===== src/rtl/bb_pkg.sv =====
package bb_pkg;
    typedef enum logic [1:0] {
        ST_IDLE   = 2'd0,
        ST_MODIFY = 2'd1,
        ST_FINISH = 2'd2
    } bb_state_e;
endpackage


===== src/rtl/bb_alias_decode.sv =====
module bb_alias_decode #(
    parameter int ADDR_W                  = 32,
    parameter int DATA_W                  = 32,
    parameter int WIN_BITS                = 25,
    parameter logic [ADDR_W-1:0] ALIAS_AT = 32'h2200_0000,
    parameter logic [ADDR_W-1:0] REGION_AT = 32'h2000_0000
) (
    input  logic [ADDR_W-$clog2(DATA_W/8)-1:0] word_addr,
    output logic                               hit,
    output logic [ADDR_W-1:0]                  target,
    output logic [$clog2(DATA_W)-1:0]          bit_sel
);
    localparam int BYTE_SH = $clog2(DATA_W / 8);
    localparam int BIT_W   = $clog2(DATA_W);
    localparam int TOP_W   = ADDR_W - BYTE_SH;
    localparam int IDX_W   = WIN_BITS - BYTE_SH - BIT_W;
    localparam int CMP_LO  = WIN_BITS - BYTE_SH;

    logic [IDX_W-1:0] word_idx;

    always_comb begin
        hit      = (word_addr[TOP_W-1:CMP_LO] == ALIAS_AT[ADDR_W-1:WIN_BITS]);
        word_idx = word_addr[CMP_LO-1:BIT_W];
        bit_sel  = word_addr[BIT_W-1:0];
        target   = REGION_AT + ADDR_W'({word_idx, {BYTE_SH{1'b0}}});
    end
endmodule


===== src/rtl/bb_bit_pick.sv =====
module bb_bit_pick #(
    parameter int DATA_W = 32
) (
    input  logic [DATA_W-1:0]         word,
    input  logic [$clog2(DATA_W)-1:0] bit_sel,
    output logic [DATA_W-1:0]         result
);
    always_comb begin
        result    = '0;
        result[0] = word[bit_sel];
    end
endmodule


===== src/rtl/bb_bit_set.sv =====
module bb_bit_set #(
    parameter int DATA_W = 32
) (
    input  logic [DATA_W-1:0]         word,
    input  logic [$clog2(DATA_W)-1:0] bit_sel,
    input  logic                      value,
    output logic [DATA_W-1:0]         result
);
    logic [DATA_W-1:0] mask;

    always_comb begin
        mask   = DATA_W'(1) << bit_sel;
        result = value ? (word | mask) : (word & ~mask);
    end
endmodule


===== src/rtl/bb_seq.sv =====
module bb_seq
    import bb_pkg::*;
(
    input  logic clk,
    input  logic rst_n,
    input  logic start,
    output logic cap_en,
    output logic in_modify,
    output logic in_finish
);
    bb_state_e state_q, state_d;

    always_ff @(posedge clk or negedge rst_n) begin
        if (!rst_n) state_q <= ST_IDLE;
        else        state_q <= state_d;
    end

    always_comb begin
        state_d   = state_q;
        cap_en    = 1'b0;
        in_modify = 1'b0;
        in_finish = 1'b0;
        unique case (state_q)
            ST_IDLE: begin
                if (start) begin
                    cap_en  = 1'b1;
                    state_d = ST_MODIFY;
                end
            end
            ST_MODIFY: begin
                in_modify = 1'b1;
                state_d   = ST_FINISH;
            end
            ST_FINISH: begin
                in_finish = 1'b1;
                state_d   = ST_IDLE;
            end
            default: state_d = ST_IDLE;
        endcase
    end
endmodule


===== src/rtl/bitband_xlate.sv =====
module bitband_xlate #(
    parameter int ADDR_W   = 32,
    parameter int DATA_W   = 32,
    parameter int MID_W    = 2,
    parameter logic [MID_W-1:0] CPU_ID = '0,
    parameter int WIN_BITS = 25,
    parameter int N_REG    = 2,
    parameter logic [N_REG-1:0][ADDR_W-1:0] ALIAS_BASES  = {32'h4200_0000, 32'h2200_0000},
    parameter logic [N_REG-1:0][ADDR_W-1:0] REGION_BASES = {32'h4000_0000, 32'h2000_0000}
) (
    input  logic              clk,
    input  logic              rst_n,
    input  logic              up_req,
    input  logic              up_we,
    input  logic [ADDR_W-1:0] up_addr,
    input  logic [DATA_W-1:0] up_wdata,
    input  logic [MID_W-1:0]  up_master,
    output logic              up_ready,
    output logic [DATA_W-1:0] up_rdata,
    output logic              up_err,
    output logic              dn_req,
    output logic              dn_we,
    output logic              dn_lock,
    output logic [ADDR_W-1:0] dn_addr,
    output logic [DATA_W-1:0] dn_wdata,
    input  logic [DATA_W-1:0] dn_rdata
);
    localparam int BYTE_SH = $clog2(DATA_W / 8);
    localparam int BIT_W   = $clog2(DATA_W);

    logic [N_REG-1:0]             reg_hit;
    logic [ADDR_W-1:0]            reg_tgt [N_REG];
    logic [BIT_W-1:0]             reg_bit [N_REG];

    logic                         alias_hit;
    logic [ADDR_W-1:0]            dec_tgt;
    logic [BIT_W-1:0]             dec_bit;
    logic                         is_cpu;
    logic                         start;
    logic                         cap_en, in_modify, in_finish;

    logic [DATA_W-1:0]            word_q;
    logic [ADDR_W-1:0]            tgt_q;
    logic [BIT_W-1:0]             bit_q;
    logic                         val_q;
    logic [DATA_W-1:0]            picked;
    logic [DATA_W-1:0]            merged;

    for (genvar r = 0; r < N_REG; r++) begin : g_region
        bb_alias_decode #(
            .ADDR_W   (ADDR_W),
            .DATA_W   (DATA_W),
            .WIN_BITS (WIN_BITS),
            .ALIAS_AT (ALIAS_BASES[r]),
            .REGION_AT(REGION_BASES[r])
        ) i_dec (
            .word_addr(up_addr[ADDR_W-1:BYTE_SH]),
            .hit      (reg_hit[r]),
            .target   (reg_tgt[r]),
            .bit_sel  (reg_bit[r])
        );
    end

    always_comb begin
        dec_tgt = '0;
        dec_bit = '0;
        for (int r = 0; r < N_REG; r++) begin
            if (reg_hit[r]) begin
                dec_tgt = reg_tgt[r];
                dec_bit = reg_bit[r];
            end
        end
    end

    assign alias_hit = |reg_hit;
    assign is_cpu    = (up_master == CPU_ID);
    assign start     = up_req && alias_hit && is_cpu && up_we;

    bb_seq i_seq (
        .clk      (clk),
        .rst_n    (rst_n),
        .start    (start),
        .cap_en   (cap_en),
        .in_modify(in_modify),
        .in_finish(in_finish)
    );

    bb_bit_pick #(.DATA_W(DATA_W)) i_pick (
        .word   (dn_rdata),
        .bit_sel(dec_bit),
        .result (picked)
    );

    bb_bit_set #(.DATA_W(DATA_W)) i_set (
        .word   (word_q),
        .bit_sel(bit_q),
        .value  (val_q),
        .result (merged)
    );

    always_ff @(posedge clk or negedge rst_n) begin
        if (!rst_n) begin
            word_q <= '0;
            tgt_q  <= '0;
            bit_q  <= '0;
            val_q  <= 1'b0;
        end else if (cap_en) begin
            word_q <= dn_rdata;
            tgt_q  <= dec_tgt;
            bit_q  <= dec_bit;
            val_q  <= up_wdata[0];
        end
    end

    always_comb begin
        up_ready = 1'b1;
        up_rdata = '0;
        up_err   = 1'b0;
        dn_req   = 1'b0;
        dn_we    = 1'b0;
        dn_lock  = 1'b0;
        dn_addr  = up_addr;
        dn_wdata = up_wdata;
        if (in_modify) begin
            up_ready = 1'b0;
            dn_req   = 1'b1;
            dn_we    = 1'b1;
            dn_lock  = 1'b1;
            dn_addr  = tgt_q;
            dn_wdata = merged;
        end else if (in_finish) begin
            up_ready = 1'b1;
        end else if (up_req) begin
            if (!alias_hit) begin
                dn_req   = 1'b1;
                dn_we    = up_we;
                up_rdata = dn_rdata;
            end else if (!is_cpu) begin
                up_err = 1'b1;
            end else if (!up_we) begin
                dn_req   = 1'b1;
                dn_addr  = dec_tgt;
                up_rdata = picked;
            end else begin
                up_ready = 1'b0;
                dn_req   = 1'b1;
                dn_lock  = 1'b1;
                dn_addr  = dec_tgt;
            end
        end
    end
endmodule


===== config.mk =====
export PLATFORM = sky130hd
export DESIGN_NAME = bitband_xlate
export DESIGN_NICKNAME = d
export VERILOG_FILES = /design/src/rtl/bb_pkg.sv /design/src/rtl/bb_alias_decode.sv /design/src/rtl/bb_bit_pick.sv /design/src/rtl/bb_bit_set.sv /design/src/rtl/bb_seq.sv /design/src/rtl/bitband_xlate.sv
export SDC_FILE = /design/constraint.sdc
export NUM_CORES = 1
export LEC_CHECK = 0
export ABC_AREA = 0
export ABC_CLOCK_PERIOD_IN_PS = 4500
export CELL_PAD_IN_SITES_DETAIL_PLACEMENT = 1
export CELL_PAD_IN_SITES_GLOBAL_PLACEMENT = 2
export CORE_MARGIN = 8
export CORE_UTILIZATION = 24
export DETAILED_ROUTE_END_ITERATION = 8
export PLACE_DENSITY_LB_ADDON = 0.1
export SLEW_MARGIN = 10
export SYNTH_ARGS = -nofsm -noshare
export SYNTH_HDL_FRONTEND = slang
export SYNTH_SLANG_ARGS = --single-unit

===== constraint.sdc =====
create_clock -name clk -period 4.5 [get_ports clk]
set_input_delay 0.45 -clock clk [delete_from_list [all_inputs] [get_ports clk]]
set_output_delay 0.45 -clock clk [all_outputs]
set_load 0.01 [all_outputs]

==> results of run 1 <==
-- routing by layer --
metal | vias up | share of wire [%]
met1 | 2126 | 45
met3 | 9 | 7.5
li1 | 2135 | -
met2 | 126 | 46
met5 | - | 0
met4 | 0 | 0.88
-- synthesized netlist by cell type --
cell type / count
nand2_1: 92
dfrtp_1: 60
mux2_2: 56
nor2_1: 49
and2_1: 36
o21ai_0: 32
o22ai_1: 29
clkbuf_1: 28
a31oi_1: 20
nor3_1: 13
and3_1: 10
a21oi_1: 7
nand3_1: 7
nor2b_1: 6
inv_1: 5
mux2i_1: 5
o31ai_1: 5
buf_2: 4
buf_4: 4
buf_6: 4
mux4_1: 4
nand2b_1: 4
nor3b_1: 4
nor4_1: 4
maj3_1: 2
mux4_2: 2
a21boi_0: 1
a221o_1: 1
a311oi_1: 1
and3b_1: 1
buf_1: 1
nand3b_1: 1
nand4_1: 1
nand4bb_1: 1
nor4b_1: 1
or2_2: 1
xor2_1: 1
-- kinds of logic after synthesis --
logic type,count (synthesis),share of synthesized area [%]
flip-flops,60,35.5
multiplexers,67,19.6
buffers and inverters,46,5.26
XOR/XNOR,1,0.207
AND/OR/NAND/NOR,231,25.6
AO/OA/AOI/OAI,96,13.4
adder cells (fa/ha/maj),2,0.473
-- cell type report --
class / instances / area share (%)
Tap cell: 225 / 4.21
Clock buffer: 12 / 3.69
Timing Repair Buffer: 209 / 31.2
Sequential cell: 60 / 22.5
Inverter: 5 / 0.281
Multi-Input combinational cell: 397 / 37.8
Clock inverter: 4 / 0.375
-- stage by stage --
step,power [W],instance area [µm²],cells
after floorplan,0.000695,4230,503
after detailed placement,0.000941,6410,896
after global routing,0.00164,6680,912
after CTS,0.00160,6680,912
final,0.00157,6680,912
after global placement,0.000937,6410,896
-- how the worst max path moves through the flow --
stage                      startpoint          end  depth (start not counted)  slack [ns]
after floorplan            up_addr[3]  up_rdata[0]                          6        2.22
after global placement     up_addr[2]  up_rdata[0]                          7        0.78
after detailed placement  up_addr[27]   dn_addr[4]                          7        0.74
after CTS                 up_addr[27]   dn_addr[4]                          7        0.71
after global routing      up_addr[28]   dn_addr[4]                          7        0.50
final                     up_addr[29]   dn_addr[4]                          7        0.76
-- power by group --
part           switching [W]  internal, W  leakage (nW)  total, W
logic               0.000151     0.000209          1.90  0.000360
clock network       0.000258     0.000386         0.129  0.000643
registers          0.0000118     0.000554         0.828  0.000566
total               0.000420      0.00115          2.86   0.00157
-- sequential cells by signal, indices dropped and copies added, names as in the netlist --
name and cells:
val_q 1, word_q 32, tgt_q 20, bit_q 5
i_seq.state_q 2
==> metrics.txt, run 1 <==
Final setup viols=0; Post-Place Worst Slack=around 0.74 ns; status=finished clean; worst path cell trace=clkdlybuf4s50_1 > xor2_1 > and3_1 > and3_1 > nand2_1 > a31oi_1 > clkdlybuf4s50_1; FF+latch area=0.00150 mm²; GPL Wtd Cong=between 0.8 and 0.9; top cell type's share of synthesized area=between 30 and 40%; final worst slack=0.764 ns; crit share post-route=just over 80%; Ports=about 200; CTS max path bufs=2; footprint of the multi-input gates=approximately 0.0025 mm²; #FFs+latches synth=60; global routing's busiest layer=met2; headroom to the max-slew limit=approximately a third; Overflow after GRT=0; M2 GR Usage=26.9%; worst reg2reg path endpoint=word_q[22]; VDD IR-drop max=about 0.16 mV; Reg2Reg Depth=5; Worst setup SP type=primary input; Rows=48; Hold-fix buffers, CTS=0; Arr. time, crit path=roughly 3.3 ns; initial antenna violation count=1; setup repair bufs after CTS=0; Final Skew=roughly 0.0067 ns; DRT Pass-1 Iters=4; fillers=2050; Synth Cell Area=0.00423 mm²; worst path bufs/invs=2; drt total wl=about 18000 µm; Worst EP required=between 4 and 5 ns; Die X=approximately 150 µm; endpoints failing hold=0; commonest non-fill, non-tap cells in the layout=clkdlybuf4s50_1, nand2_1, dfrtp_1; library cells used by synthesis=37; clk sinks=60; Area Growth Syn to Fin=57.8%; Worst path slowest cell=and3_1; core area=about 0.017 mm²; final period demand of the worst path=about 3.7 ns; Vias per Instance=about 4.8; # nets final=784; CP Capture Type=primary output; CP max FO=19; ranking of synthesized cells by area=dfrtp_1, mux2_2, nand2_1; Inserted Diodes=0; RSZ-0062 raised after global routing=false; all-layer global routing usage=16.6%; cells after synthesis=roughly 500; Slew @ Worst Pin=around 1.0 ns; IO buf count=roughly 200; Final Max Slew Viols=0; Initial Utilization=between 20% and 30%; GR Util met1=between 20% and 30%; TNS Setup=0 ns; worst reg2reg startpoint=i_seq.state_q[1]; GR Util met3=between 4 and 5%; Mapped Nets=605; layout cell share with drive strength beyond 1=between 10% and 20%; post-layout util=around two fifths; P per Cell Area=roughly 230 mW/mm²; CTS Buf Count=9; Clk Tree Root Cell=clkbuf_16; Pleak=2.86 nW; mean routed wirelength per cell=roughly 20 µm; CTS tree=yes; Residual DRC=0; DR iter-0 viols=between 200 and 300; hold slack final=0.0503 ns; Mapped Avg Cell Area=roughly 8.4 µm²; Reg clk slew, reported paths=about 0.050 ns; Worst path max stage delay=0.69 ns; crit-path leading delay family=simple AND/OR/NAND/NOR gates; area leader, netlist=dfrtp_1; most common cell after layout, fill and taps aside=clkdlybuf4s50_1; clk_lat worst skew=0.34 ns; antenna-violating nets left=0; number of global-route vias before repair=4861; via count=between 4000 and 5000; worst hold path class=primary input to asynchronous set/reset pin; first-pass GRT wire length=~29000 µm; sequential share of the synthesized area=between 30% and 40%; FF-to-FF setup slack=around 2.3 ns; DIE AREA=between 0.02 and 0.025 mm²; post-cts resize count=0; Detail Placement HPWL=approximately 14000 µm; Max Freq=~0.27 GHz; htree depth=3; Max-Cap Viols=0; worst setup path class=primary input to primary output; largest net degree at the start of global routing=between 100 and 150; Yosys warning total=0; DIE HEIGHT=149 µm
Power figures use the tool's default switching activity.
==> run 2, diff against run 1 <==
--- a/config.mk
+++ b/config.mk
@@ -6,11 +6,11 @@
 export NUM_CORES = 1
 export LEC_CHECK = 0
 export ABC_AREA = 0
-export ABC_CLOCK_PERIOD_IN_PS = 4500
+export ABC_CLOCK_PERIOD_IN_PS = 3200
 export CELL_PAD_IN_SITES_DETAIL_PLACEMENT = 1
 export CELL_PAD_IN_SITES_GLOBAL_PLACEMENT = 2
 export CORE_MARGIN = 8
-export CORE_UTILIZATION = 24
+export CORE_UTILIZATION = 20
 export DETAILED_ROUTE_END_ITERATION = 8
 export PLACE_DENSITY_LB_ADDON = 0.1
 export SLEW_MARGIN = 10
==> constraint.sdc (replaced) <==
create_clock -name clk -period 3.2 [get_ports clk]
set_input_delay 0.32 -clock clk [delete_from_list [all_inputs] [get_ports clk]]
set_output_delay 0.32 -clock clk [all_outputs]
set_load 0.01 [all_outputs]
==> run 2 against run 1 <==
Compared with the run above:
- power rose by 44%
- combinational power is 46% higher
- die area rose by 18%
- flip-flop and latch count did not move
- largest power group unchanged
- clock skew is 0.0010 ns lower
==> metrics.txt, run 2 (same netlist as run 1, synthesis figures left out) <==
layout cell share with drive strength beyond 1=14.8% (+2.6 points); VDD IR-drop max=0.237 mV (+48%); Reg clk slew, reported paths=0.06 ns (about the same); TNS Setup=0 ns (unchanged); DIE AREA=0.0261 mm² (+18%); Slew @ Worst Pin=0.856 ns (-0.163 ns); most common cell after layout, fill and taps aside=clkdlybuf4s50_1; worst hold path class=primary input to asynchronous set/reset pin; FF-to-FF setup slack=1.37 ns (-0.89 ns); drt total wl=20000 µm (+8.4%); via count=4522 (+2.9%); antenna-violating nets left=0 (unchanged); headroom to the max-slew limit=42.9% (+11 points); all-layer global routing usage=15.2% (-1.4 points); Final Skew=0.00567 ns (-0.00101 ns); Die X=161 µm (+8.5%); P per Cell Area=328 mW/mm² (+40%); sw frac=26.3% (-0.43 points); worst reg2reg path endpoint=word_q[0]; post-layout util=33.0% (-5.6 points); Internal Dissipation=0.00167 W (+45%); first-pass GRT wire length=30600 µm (+7.1%); endpoints failing hold=0 (unchanged); CP Capture Type=primary output; final worst slack=0.220 ns (-0.544 ns); combinational share of power=23.3% (+0.4 points); worst setup path class=primary input to primary output; Max Freq=0.336 GHz; Hold-fix buffers, CTS=0 (unchanged); Reg2Reg Depth=5 (unchanged); largest net degree at the start of global routing=113 (unchanged); CP max FO=11 (-8); Worst setup SP type=primary input; GPL Wtd Cong=0.744 (-9.9%); final period demand of the worst path=2.98 ns; Post-Place Worst Slack=-0.0503 ns (-0.794 ns); DRT Pass-1 Iters=4 (unchanged); core area=0.0209 mm² (+21%); placed cell count=961 (+7.3%); max FFs per register=32 (unchanged); DIE HEIGHT=161 µm (+8.5%); Worst path max stage delay=0.57 ns (-0.12 ns); crit share post-route=93.1%; Worst path slowest cell=clkdlybuf4s50_1; worst path bufs/invs=3 (+1); IO buf count=202 (unchanged); mean routed wirelength per cell=20.5 µm (+1.2%); htree depth=3 (unchanged); status=finished clean; crit-path leading delay family=buffers and inverters; Flop pwr share=35.1% (-1.0 points); commonest non-fill, non-tap cells in the layout=clkdlybuf4s50_1, nand2_1, dfrtp_1; Final setup viols=0 (unchanged); Pleak=2.96 nW (+3.6%); Overflow after GRT=0 (unchanged); initial antenna violation count=0 (-1); Detail Placement HPWL=15800 µm (+9.9%); Initial Utilization=20.3% (-4.2 points); Residual DRC=0 (unchanged); clk_lat worst skew=0.33 ns (about the same); Switch Pwr=0.000597 W (+42%); Post-Layout Cell Count=977 (+7.1%); # nets final=799 (+1.9%); RSZ-0062 raised after global routing=false; Ports=203 (unchanged); number of global-route vias before repair=4907 (+0.95%); Clk Tree Root Cell=clkbuf_16; crit-path most repeated cell=clkdlybuf4s50_1; worst path cell trace=clkdlybuf4s50_1 > xor2_1 > and3_2 > and3_1 > buf_4 > nand2_1 > a31oi_1 > clkdlybuf4s50_1; Final Max Slew Viols=0 (unchanged); CTS tree=yes; Rows=53 (+10%); Clock power frac=41.6% (+0.6 points); Levels on crit path=8 (+1); CTS Buf Count=9 (unchanged); top flop regs=word_q: 32 flops, tgt_q: 20 flops, bit_q: 5 flops; Max-Cap Viols=0 (unchanged); clk sinks=60 (unchanged); Inserted Diodes=0 (unchanged); Worst EP required=2.88 ns (-1.17 ns); DR iter-0 viols=131 (-49%); worst reg2reg startpoint=i_seq.state_q[1]; Area Growth Syn to Fin=63.1%; Pwr Total=0.00226 W (+44%); Arr. time, crit path=2.66 ns (-0.63 ns); CTS max path bufs=2 (unchanged); Reg with most FFs=word_q; Vias per Instance=4.63 (-4.0%)
[run 2: changes by cell type in the layout (fill, tap and decap cells not counted), sizes merged]
cell           delta
clkdlybuf4s50     -1
dlymetal6s2s      +1
clkinv            -1
buf              +15
clkbuf            +1
[run 2: power by group through the flow]
stage | combinational (W) | clock [W] | sequential [W]
3_3_place_gp | 0.000532 | 0 | 0.000807
5_1_grt | 0.000572 | 0.00100 | 0.000798
4_1_cts | 0.000539 | 0.000974 | 0.000795
2_1_floorplan | 0.000176 | 0 | 0.000801
6_report | 0.000527 | 0.000943 | 0.000795
3_5_place_dp | 0.000536 | 0 | 0.000808
[run 2: worst max path at each step]
stage                start           to  slack [ns]
2_1_floorplan   up_addr[3]  up_rdata[0]        1.18
3_3_place_gp   up_addr[28]  up_rdata[0]        0.03
3_5_place_dp   up_addr[28]  up_rdata[0]       -0.05
4_1_cts        up_addr[28]  up_rdata[0]        0.02
5_1_grt        up_addr[30]   dn_addr[4]        0.03
6_report       up_addr[30]  dn_addr[11]        0.22
[run 2: area by class of cell]
class / instances / area, µm²
Fill cell: 2427 / 14000
Multi-Input combinational cell: 397 / 2540
Timing Repair Buffer: 224 / 2210
Sequential cell: 60 / 1500
Tap cell: 275 / 344
Clock buffer: 13 / 270
Clock inverter: 3 / 20.0
Inverter: 5 / 18.8
[run 2: per-stage QoR]
| stage | area [µm²] | hold WS [ns] |
|---|---|---|
| 2_1_floorplan | 4230 | 0.0244 |
| 3_3_place_gp | 6600 | 0.490 |
| 3_5_place_dp | 6600 | 0.498 |
| 4_1_cts | 6890 | 0.216 |
| 5_1_grt | 6900 | 0.226 |
| 6_report | 6900 | 0.162 |
[run 2: routing by layer]
metal	wire, µm	vias up	GRT usage, %	part of all wire (%)
met4	171	0	3.66	0.85
met5	0	-	0	0
met1	9240	2234	19.6	46
met3	1040	12	3.61	5.2
li1	-	2163	-	-
met2	9560	113	25.3	48
[run 2: timing repair]
action | 4_1_cts | 5_1_grt
hold endpoints to repair | 0 | 0
setup endpoints to repair | 3 | 4
cloned | 0 | 0
resized for setup | 1 | 4
buffers inserted | 0 | 0
